### src/rtl/pit_pkg.sv
package pit_pkg;
  // control word bit positions (software-visible layout)
  localparam int BIT_EN    = 0;
  localparam int BIT_RLD   = 1;
  localparam int BIT_FLAG  = 2;
  localparam int BIT_IE    = 3;
  localparam int BIT_OVW   = 4;
  localparam int BIT_DBG   = 5;
  localparam int BIT_DOZE  = 6;
  localparam int PRE_LSB   = 8;

  // register offsets
  localparam int OFS_CTRL  = 0;
  localparam int OFS_MOD   = 2;
  localparam int OFS_CNT   = 4;

  typedef struct packed {
    logic doze_frz;
    logic dbg_frz;
    logic ovw;
    logic ie;
    logic rld;
    logic en;
  } mode_t;
endpackage

### src/rtl/pit_prescaler.sv
module pit_prescaler #(
  parameter int PRE_W = 4
) (
  input  logic             clk,
  input  logic             rst_n,
  input  logic             run,
  input  logic             restart,
  input  logic [PRE_W-1:0] code,
  output logic             tick
);
  localparam int DIV_W = (1 << PRE_W) + 1;

  logic [DIV_W-1:0] div_q;
  logic [DIV_W-1:0] term;

  // last phase of a 2^(code+1) clock window
  assign term = (DIV_W'(2) << code) - DIV_W'(1);
  assign tick = run & ~restart & (div_q == term);

  always_ff @(posedge clk or negedge rst_n) begin
    if (!rst_n) begin
      div_q <= '0;
    end else if (restart) begin
      div_q <= '0;
    end else if (run) begin
      div_q <= tick ? '0 : div_q + DIV_W'(1);
    end
  end
endmodule

### src/rtl/pit_counter.sv
module pit_counter #(
  parameter int CNT_W = 16
) (
  input  logic             clk,
  input  logic             rst_n,
  input  logic             tick,
  input  logic             load,
  input  logic [CNT_W-1:0] load_val,
  input  logic [CNT_W-1:0] reload_val,
  output logic [CNT_W-1:0] count,
  output logic             expire
);
  logic [CNT_W-1:0] cnt_q;

  assign count  = cnt_q;
  assign expire = tick & (cnt_q == '0);

  always_ff @(posedge clk or negedge rst_n) begin
    if (!rst_n) begin
      cnt_q <= '0;
    end else if (load) begin
      cnt_q <= load_val;
    end else if (tick) begin
      cnt_q <= expire ? reload_val : cnt_q - CNT_W'(1);
    end
  end
endmodule

### src/rtl/pit_regs.sv
module pit_regs
  import pit_pkg::*;
#(
  parameter int CNT_W  = 16,
  parameter int PRE_W  = 4,
  parameter int ADDR_W = 3
) (
  input  logic              clk,
  input  logic              rst_n,
  input  logic              wr,
  input  logic [ADDR_W-1:0] addr,
  input  logic [CNT_W-1:0]  wdata,
  input  logic              expire,
  input  logic [CNT_W-1:0]  count,
  output mode_t             mode,
  output logic [PRE_W-1:0]  pre,
  output logic              flag,
  output logic              reconfig,
  output logic              cnt_load,
  output logic [CNT_W-1:0]  cnt_load_val,
  output logic [CNT_W-1:0]  reload_val,
  output logic [CNT_W-1:0]  rdata
);
  logic [CNT_W-1:0] mod_q;
  mode_t            new_mode;
  logic [PRE_W-1:0] new_pre;
  logic             wr_ctrl, wr_mod;
  logic             cfg_change;

  assign wr_ctrl = wr & (addr == ADDR_W'(OFS_CTRL));
  assign wr_mod  = wr & (addr == ADDR_W'(OFS_MOD));

  always_comb begin
    new_mode.en       = wdata[BIT_EN];
    new_mode.rld      = wdata[BIT_RLD];
    new_mode.ie       = wdata[BIT_IE];
    new_mode.ovw      = wdata[BIT_OVW];
    new_mode.dbg_frz  = wdata[BIT_DBG];
    new_mode.doze_frz = wdata[BIT_DOZE];
  end
  assign new_pre = wdata[PRE_LSB +: PRE_W];

  // everything but the interrupt bits counts as a reconfiguration
  assign cfg_change = (new_pre != pre)
                    | (new_mode.en != mode.en) | (new_mode.rld != mode.rld)
                    | (new_mode.ovw != mode.ovw) | (new_mode.dbg_frz != mode.dbg_frz)
                    | (new_mode.doze_frz != mode.doze_frz);
  assign reconfig = wr_ctrl & cfg_change;

  assign reload_val   = mode.rld ? mod_q : '1;
  assign cnt_load     = (reconfig & new_mode.en) | (wr_mod & mode.ovw);
  assign cnt_load_val = wr_mod ? wdata : (new_mode.rld ? mod_q : '1);

  always_ff @(posedge clk or negedge rst_n) begin
    if (!rst_n) begin
      mode  <= '0;
      pre   <= '0;
      mod_q <= '1;
      flag  <= 1'b0;
    end else begin
      if (wr_ctrl) begin
        mode <= new_mode;
        pre  <= new_pre;
      end
      if (wr_mod) mod_q <= wdata;
      if (expire)
        flag <= 1'b1;
      else if (wr_mod || (wr_ctrl && wdata[BIT_FLAG]))
        flag <= 1'b0;
    end
  end

  always_comb begin
    rdata = '0;
    case (addr)
      ADDR_W'(OFS_CTRL): begin
        rdata[BIT_EN]            = mode.en;
        rdata[BIT_RLD]           = mode.rld;
        rdata[BIT_FLAG]          = flag;
        rdata[BIT_IE]            = mode.ie;
        rdata[BIT_OVW]           = mode.ovw;
        rdata[BIT_DBG]           = mode.dbg_frz;
        rdata[BIT_DOZE]          = mode.doze_frz;
        rdata[PRE_LSB +: PRE_W]  = pre;
      end
      ADDR_W'(OFS_MOD): rdata = mod_q;
      ADDR_W'(OFS_CNT): rdata = count;
      default:          rdata = '0;
    endcase
  end
endmodule

### src/rtl/pit_timer.sv
module pit_timer
  import pit_pkg::*;
#(
  parameter int CNT_W  = 16,
  parameter int PRE_W  = 4,
  parameter int ADDR_W = 3
) (
  input  logic              clk,
  input  logic              rst_n,
  input  logic              reg_wr,
  input  logic [ADDR_W-1:0] reg_addr,
  input  logic [CNT_W-1:0]  reg_wdata,
  output logic [CNT_W-1:0]  reg_rdata,
  input  logic              dbg_halt,
  input  logic              doze_req,
  output logic              irq
);
  mode_t            mode_q;
  logic [PRE_W-1:0] pre_q;
  logic             irq_flag;
  logic             reconfig;
  logic             cnt_load;
  logic [CNT_W-1:0] cnt_load_val;
  logic [CNT_W-1:0] reload_val;
  logic [CNT_W-1:0] cnt_value;
  logic             cnt_tick;
  logic             cnt_expire;
  logic             running;

  assign running = mode_q.en
                 & ~(mode_q.dbg_frz & dbg_halt)
                 & ~(mode_q.doze_frz & doze_req);

  pit_regs #(.CNT_W(CNT_W), .PRE_W(PRE_W), .ADDR_W(ADDR_W)) u_regs (
    .clk          (clk),
    .rst_n        (rst_n),
    .wr           (reg_wr),
    .addr         (reg_addr),
    .wdata        (reg_wdata),
    .expire       (cnt_expire),
    .count        (cnt_value),
    .mode         (mode_q),
    .pre          (pre_q),
    .flag         (irq_flag),
    .reconfig     (reconfig),
    .cnt_load     (cnt_load),
    .cnt_load_val (cnt_load_val),
    .reload_val   (reload_val),
    .rdata        (reg_rdata)
  );

  pit_prescaler #(.PRE_W(PRE_W)) u_pre (
    .clk     (clk),
    .rst_n   (rst_n),
    .run     (running),
    .restart (reconfig),
    .code    (pre_q),
    .tick    (cnt_tick)
  );

  pit_counter #(.CNT_W(CNT_W)) u_cnt (
    .clk        (clk),
    .rst_n      (rst_n),
    .tick       (cnt_tick),
    .load       (cnt_load),
    .load_val   (cnt_load_val),
    .reload_val (reload_val),
    .count      (cnt_value),
    .expire     (cnt_expire)
  );

  assign irq = mode_q.ie & irq_flag;
endmodule

### config.mk
export PLATFORM = sky130hd
export DESIGN_NAME = pit_timer
export DESIGN_NICKNAME = d
export VERILOG_FILES = /design/src/rtl/pit_pkg.sv /design/src/rtl/pit_prescaler.sv /design/src/rtl/pit_counter.sv /design/src/rtl/pit_regs.sv /design/src/rtl/pit_timer.sv
export SDC_FILE = /design/constraint.sdc
export NUM_CORES = 1
export LEC_CHECK = 0
export ABC_CLOCK_PERIOD_IN_PS = 4470
export BUFFER_PORTS_ARGS = -buffer_cell sky130_fd_sc_hd__buf_2
export CAP_MARGIN = 20
export CORE_MARGIN = 4
export CORE_UTILIZATION = 55
export CTS_BUF_LIST = sky130_fd_sc_hd__clkbuf_8
export CTS_CLUSTER_DIAMETER = 150
export CTS_CLUSTER_SIZE = 24
export DETAILED_ROUTE_END_ITERATION = 10
export GPL_TIMING_DRIVEN = 0
export MAX_ROUTING_LAYER = met4
export PLACE_DENSITY = 0.71
export SLEW_MARGIN = 20
export SYNTH_ARGS = -nofsm -noshare
export SYNTH_HDL_FRONTEND = slang
export SYNTH_SLANG_ARGS = --single-unit
### constraint.sdc
create_clock -name clk -period 4.47 [get_ports clk]
set_clock_uncertainty 0.15 [all_clocks]
set_input_delay 0.894 -clock clk [delete_from_list [all_inputs] [get_ports clk]]
set_output_delay 0.894 -clock clk [all_outputs]
set_load 0.005 [all_outputs]
* Yosys cells after proc, flatten, opt, wreduce, memory -nomap -nowiden
Index checks and enable logic that the tools add are counted.
** Storage, ports and cells
- Output and inout port bits :: 17
- Bits in registers :: 60
- Logic and storage cells :: 68
- Input bits :: 24
** Operators by class
- Add/sub/neg operators :: 3
- Bitwise gates (word level) :: 22
- Reductions and logical operators :: 7
- Shift operators :: 1
- Equal/unequal tests :: 9
- Muxes and demuxes :: 15
** Operators with widths (count)
- two-way mux 16 bit :: 6
- two-way mux 17 bit :: 3
- case mux 7 bit (3 select lines) :: 1
- adder 17 x 1 -> 17 bit (second input constant) :: 1
- equality test 17 bit :: 1
- << shifter 2 x 4 -> 17 bit (first input constant) :: 1
- subtractor 17 x 2 -> 17 bit (second input constant) :: 1
- logical NOT 16 bit :: 1
- subtractor 16 x 1 -> 16 bit (second input constant) :: 1
- AND 1 bit :: 13
- case mux 4 bit (3 select lines) :: 1
- case mux 4 bit (2 select lines) :: 1
- OR 1 bit :: 6
- nonzero test 2 bit :: 3
- inequality test 1 bit :: 5
- inequality test 4 bit :: 1
- equality test 3 x 2 -> 1 bit (second input constant) :: 1
- equality test 3 bit (second input constant) :: 1
- logical NOT 3 bit :: 1
- inverter 1 bit :: 3
- two-way mux 1 bit :: 2
- case mux 1 bit (2 select lines) :: 1
- logical AND 1 bit :: 1
- logical OR 1 bit :: 1

* Depth between registers and ports, before layout
- Depth in word-level cells :: 14
- Depth in mapped cells :: 16
- Depth with buffers taken out :: 10

* Cells and area by module
A second synthesis with hierarchy kept.
** Second synthesis, totals
- Cells, all modules :: 545
- Area total of the unflattened synthesis :: 4649.5 um^2
** Modules (own cells, without submodules)
- pit_regs :: cells an instance 211, instances 1, area an instance 1914.3 um^2, sequential area each 695.7 um^2
- pit_prescaler :: cells an instance 199, instances 1, area an instance 1525.2 um^2, sequential area each 425.4 um^2
- pit_counter :: cells an instance 132, instances 1, area an instance 1184.9 um^2, sequential area each 400.4 um^2
- pit_timer :: cells an instance 3, instances 1, area an instance 25.0 um^2, sequential area each 0.0 um^2

* Worst setup path before layout
Ideal clock, no wire load.
- Path kind :: reg-to-reg
- Start point :: register u_regs.pre[3]
- End point :: register u_pre.div_q[13]
- Arrival :: 3.209 ns
- Path slack :: 0.982 ns
- Stages on the path, launching flop included :: 15
- Period minus slack after synthesis :: 3.488 ns
- Data required time :: 4.191 ns
- Library setup time :: 0.129 ns
- Buffers on the path :: 4
- Cells stage by stage :: dfrtp_1 -> buf_2 -> buf_6 -> nor2_1 -> nand2_1 -> ha_1 -> or4b_1 -> a211o_1 -> o211ai_2 -> o2111ai_2 -> or4_1 -> buf_2 -> buf_6 -> a32oi_1 -> o31ai_1
** On the way
- Cells in the longest elaborated chain, start to end :: 13
- Elaborated cells on any way between the ends :: 17
- Those cells by class :: add/sub: 1; eq/ne: 2; shift: 1; mux: 3; bitwise: 9; reduce/logical: 1
** RTL lines
- start: declaration :: line pit_regs.sv:16 : output logic [PRE_W-1:0] pre,
- start signal: assignment :: line pit_regs.sv:63 : pre <= new_pre;
- branches (longest 13 deep; another with subtractor 17 x 2 -> 17 bit)
- end signal: assignment :: line pit_prescaler.sv:26 : div_q <= tick ? '0 : div_q + DIV_W'(1);
- end: declaration :: line pit_prescaler.sv:13 : logic [DIV_W-1:0] div_q;
Several ways; the timed one is not identified. The select of a mux whose other input is x is not followed.
A chain may end at the register's enable or synchronous reset.

* Worst setup path in the final report
- Start point :: register u_regs.pre[0]
- End point :: register u_cnt.cnt_q[10] (netlist: u_cnt.count[10])
** On the way
- Cells in the longest elaborated chain, start to end :: 14
- Elaborated cells on any way between the ends :: 20
- Those cells by class :: add/sub: 1; eq/ne: 2; shift: 1; mux: 3; bitwise: 12; reduce/logical: 1
** RTL lines
- branches (longest 14 deep; another with subtractor 17 x 2 -> 17 bit)
- end signal: assignment :: line pit_counter.sv:22 : cnt_q <= load_val;
- end signal: assignment :: line pit_counter.sv:24 : cnt_q <= expire ? reload_val : cnt_q - CNT_W'(1);
- end: declaration :: line pit_counter.sv:13 : logic [CNT_W-1:0] cnt_q;
Several ways; the timed one is not identified. The select of a mux whose other input is x is not followed.

==> impl_metrics.xml <==
<?xml version="1.0" encoding="UTF-8"?>
<metrics>
  <group name="detailed_routing">
    <metric name="route.antenna.remaining_nets" unit="">0</metric>
    <metric name="vias_per_cell" unit="">6.07</metric>
    <metric name="routed_wire_length_per_instance" unit="µm">18.4</metric>
    <metric name="drt-pass1-iter-count" unit="">6</metric>
    <metric name="route.vias.total" unit="">4170</metric>
    <metric name="detail_route.wirelength" unit="µm">12600</metric>
    <metric name="post-route-drc-count" unit="">0</metric>
    <metric name="detail_route.iter0.violations" unit="">239</metric>
  </group>
  <group name="floorplan">
    <metric name="floorplan.die.height" unit="µm">98.1</metric>
    <metric name="pin_count" unit="">41</metric>
    <metric name="start_util" unit="%">57.2</metric>
    <metric name="die_area" unit="mm²">0.00963</metric>
    <metric name="die_w" unit="µm">98.1</metric>
    <metric name="rows" unit="">32</metric>
    <metric name="core-area" unit="mm²">0.00781</metric>
  </group>
  <group name="timing">
    <metric name="max_slew_margin" unit="%">26.9</metric>
    <metric name="hold_slack" unit="ns">0.334</metric>
    <metric name="post-route-min-period" unit="ns">4.06</metric>
    <metric name="timing.final.hold_violations" unit="">0</metric>
    <metric name="finalSetupViolCount" unit="">0</metric>
    <metric name="finalWorstSetupSlack" unit="ns">0.412</metric>
    <metric name="slew_viol_final" unit="">0</metric>
    <metric name="rsz0062_at_grt" unit="">false</metric>
    <metric name="max_slew.worst_pin.slew" unit="ns">1.08</metric>
    <metric name="totalNegativeSetupSlack" unit="ns">0</metric>
    <metric name="timing.final.crit_share" unit="%">90.8</metric>
    <metric name="fmax" unit="GHz">0.246</metric>
  </group>
  <group name="yosys">
    <metric name="ys_ff_latch" unit="">60</metric>
    <metric name="ys.flop_type" unit="">sky130_fd_sc_hd__dfrtp_1</metric>
    <metric name="synth-async-reset-ratio" unit="%">100</metric>
    <metric name="number_of_flops_mapped_to_enable_cells_by_yosys" unit="">0</metric>
    <metric name="post_synth_num_cell_types" unit="">59</metric>
    <metric name="post-synth-top-area-cell" unit="">sky130_fd_sc_hd__dfrtp_1</metric>
    <metric name="synthTopCellsByCount" unit="">71 x sky130_fd_sc_hd__nand2_1, 55 x sky130_fd_sc_hd__nor2_1, 44 x sky130_fd_sc_hd__dfrtp_1</metric>
    <metric name="synth_most_common_cell" unit="">sky130_fd_sc_hd__nand2_1</metric>
    <metric name="synth.top_cell.area_share" unit="%">24.6</metric>
    <metric name="synth_sequential_area_ratio" unit="%">34.1</metric>
    <metric name="ranking_of_synthesized_cells_by_area" unit="">sky130_fd_sc_hd__dfrtp_1 25%, sky130_fd_sc_hd__dfstp_2 9.4%, sky130_fd_sc_hd__mux2i_1 9.0%</metric>
    <metric name="post_syn_nets" unit="">556</metric>
    <metric name="post_synth_inst_count" unit="">529</metric>
    <metric name="syn_avg_cell_area" unit="µm²">8.44</metric>
    <metric name="mapped_cell_area" unit="mm²">0.00447</metric>
    <metric name="yosys_warnings" unit="">0</metric>
  </group>
  <group name="grt">
    <metric name="grt.overflow.total" unit="">0</metric>
    <metric name="antenna_violations_before_repair" unit="">0</metric>
    <metric name="grt_first_pass_wirelength" unit="µm">20400</metric>
    <metric name="grt_start_max_net_pins" unit="">32</metric>
    <metric name="first_global_vias" unit="">4131</metric>
    <metric name="tot_gr_track_use" unit="%">27.0</metric>
  </group>
  <group name="cells_and_area">
    <metric name="drive_gt1_share" unit="%">18.3</metric>
    <metric name="nFillCells" unit="">690</metric>
    <metric name="area_delta_synth_final" unit="%">11.7</metric>
    <metric name="n_antenna_cell" unit="">0</metric>
    <metric name="post_layout_nonfiller_instances" unit="">687</metric>
    <metric name="fin_nets" unit="">607</metric>
  </group>
  <group name="placement">
    <metric name="place.port_buffers" unit="">39</metric>
    <metric name="dpl_worst_slack" unit="ns">0.413</metric>
    <metric name="final_gp_congestion" unit="">0.899</metric>
    <metric name="placed_cells_incl_taps" unit="">671</metric>
    <metric name="place.detailed.hpwl" unit="µm">9030</metric>
  </group>
  <group name="clock_tree">
    <metric name="htreeDepth" unit="">3</metric>
    <metric name="cts_root_buffer_type" unit="">sky130_fd_sc_hd__clkbuf_8</metric>
    <metric name="cts_buffers" unit="">9</metric>
    <metric name="post_cts.resized_instances" unit="">0</metric>
    <metric name="clkLatencyLatePin" unit="ns">0.34</metric>
    <metric name="path_clk_slew" unit="ns">0.07</metric>
    <metric name="max_clock_buf_depth" unit="">2</metric>
    <metric name="cts_post_setup_buffers_inserted" unit="">0</metric>
    <metric name="post_cts_hold_buffer_count" unit="">0</metric>
    <metric name="clock_sinks" unit="">60</metric>
    <metric name="tritoncts" unit="">yes</metric>
  </group>
  <group name="setup_path">
    <metric name="critical_path_arrival" unit="ns">4.12</metric>
    <metric name="cp-end-kind" unit="">flip-flop</metric>
    <metric name="crit_path_max_fanout" unit="">10</metric>
    <metric name="worst_setup_path_start_kind" unit="">flip-flop</metric>
    <metric name="worst-endpoint-required" unit="ns">4.53</metric>
    <metric name="setup.worst_path.class" unit="">flip-flop to flip-flop</metric>
  </group>
  <group name="pwr">
    <metric name="irDropWorstVdd" unit="mV">0.261</metric>
    <metric name="power" unit="W">0.00217</metric>
    <metric name="cellPowerDensity" unit="mW/mm²">434</metric>
    <metric name="leakagePower" unit="nW">2.14</metric>
  </group>
  <group name="status">
    <metric name="outcome" unit="">completed</metric>
  </group>
  <group name="run">
    <metric name="drv_cap" unit="">0</metric>
  </group>
  <group name="worst_hold_path">
    <metric name="hold_class" unit="">flip-flop to flip-flop</metric>
  </group>
</metrics>
==> layer usage <==
layer | global-route usage [%] | up-vias | wire [µm]
met2 | 45.5 | 149 | 6350
met1 | 32.6 | 1992 | 5280
li1 | - | 1993 | -
met5 | - | - | 0
met3 | 2.93 | 36 | 621
met4 | 12.2 | 0 | 381
==> worst max-delay path, stage by stage, from the launching register on <==
cell and delay [ns]:
sky130_fd_sc_hd__dfrtp_1 0.43, sky130_fd_sc_hd__clkbuf_1 0.43, sky130_fd_sc_hd__nor2_1 0.10, sky130_fd_sc_hd__nand2_1 0.12
sky130_fd_sc_hd__ha_1 0.19, sky130_fd_sc_hd__buf_2 0.19, sky130_fd_sc_hd__or3b_1 0.39, sky130_fd_sc_hd__a211o_1 0.30
sky130_fd_sc_hd__o211ai_1 0.12, sky130_fd_sc_hd__o2111ai_2 0.19, sky130_fd_sc_hd__nor4_4 0.74, sky130_fd_sc_hd__buf_6 0.28
sky130_fd_sc_hd__mux2i_1 0.22, sky130_fd_sc_hd__mux2i_1 0.09
==> cells by family (layout without fill, tap and decap cells) <==
logic type | Yosys count | after routing | share of synthesized area (%)
buffers and inverters | 53 | 109 | 5.60
xor gates and xnor gates | 31 | 31 | 6.08
DFF | 60 | 60 | 34.1
muxes | 50 | 50 | 11.5
and+or+nand+nor | 220 | 220 | 25.3
adders and majority gates | 3 | 3 | 0.840
AOI/OAI and AO/OA | 112 | 112 | 16.6
==> path summary, 6_finish.rpt <==
kind,from,end,slack [ns],cells after the start
worst max register to register,u_regs.pre[0],u_cnt.count[10],0.41,13
worst min-delay path,u_regs.mod_q[1],u_regs.mod_q[1],0.33,2
max in group asynchronous,rst_n,u_regs.mod_q[2],3.25,2
min in group asynchronous,rst_n,u_cnt.count[10],0.34,1
worst min register to register,u_regs.mod_q[1],u_regs.mod_q[1],0.33,2
worst max-delay path,u_regs.pre[0],u_cnt.count[10],0.41,13
==> final cells by class <==
cell class,instances,area (µm²),share of cell area [%]
Buffer,39,198,3.96
Sequential cell,60,1520,30.5
Timing Repair Buffer,40,218,4.36
Multi-Input combinational cell,416,2700,54.0
Clock inverter,6,41.3,0.827
Inverter,14,52.6,1.05
Tap cell,102,128,2.56
Clock buffer,10,138,2.76
==> report_power, final <==
part / internal [W] / switching, W
logic: 0.000383 / 0.000482
registers: 0.000693 / 0.000163
clock network: 0.000215 / 0.000233
total: 0.00129 / 0.000878
==> layout by cell type, fill, tap and decap left out, types with 17 or more instances in the layout <==
master	netlist	routed
sky130_fd_sc_hd__nand2_1	71	71
sky130_fd_sc_hd__nor2_1	55	55
sky130_fd_sc_hd__buf_2	11	49
sky130_fd_sc_hd__dfrtp_1	44	44
sky130_fd_sc_hd__mux2i_1	40	40
sky130_fd_sc_hd__a21oi_1	28	28
sky130_fd_sc_hd__clkbuf_1	21	21
sky130_fd_sc_hd__xnor2_1	19	19
sky130_fd_sc_hd__nand3_1	19	19
sky130_fd_sc_hd__a31oi_1	17	17
==> through the flow <==
step | cell area (µm²) | util [%]
after floorplan | 4470 | -
after global placement | 4790 | 61.3
after detailed placement | 4810 | 61.6
after CTS | 4990 | 63.9
after global routing | 4990 | 63.9
final | 4990 | 63.9
==> state kept, by name, summed over array words and instances, names as in the netlist <==
| signal | cells |
|---|---|
| u_cnt.count | 16 |
| u_regs.mode | 6 |
| u_regs.mod_q | 16 |
| u_regs.pre | 4 |
| u_regs.flag | 1 |
| u_pre.div_q | 17 |
(Power assumes the default switching activity.)
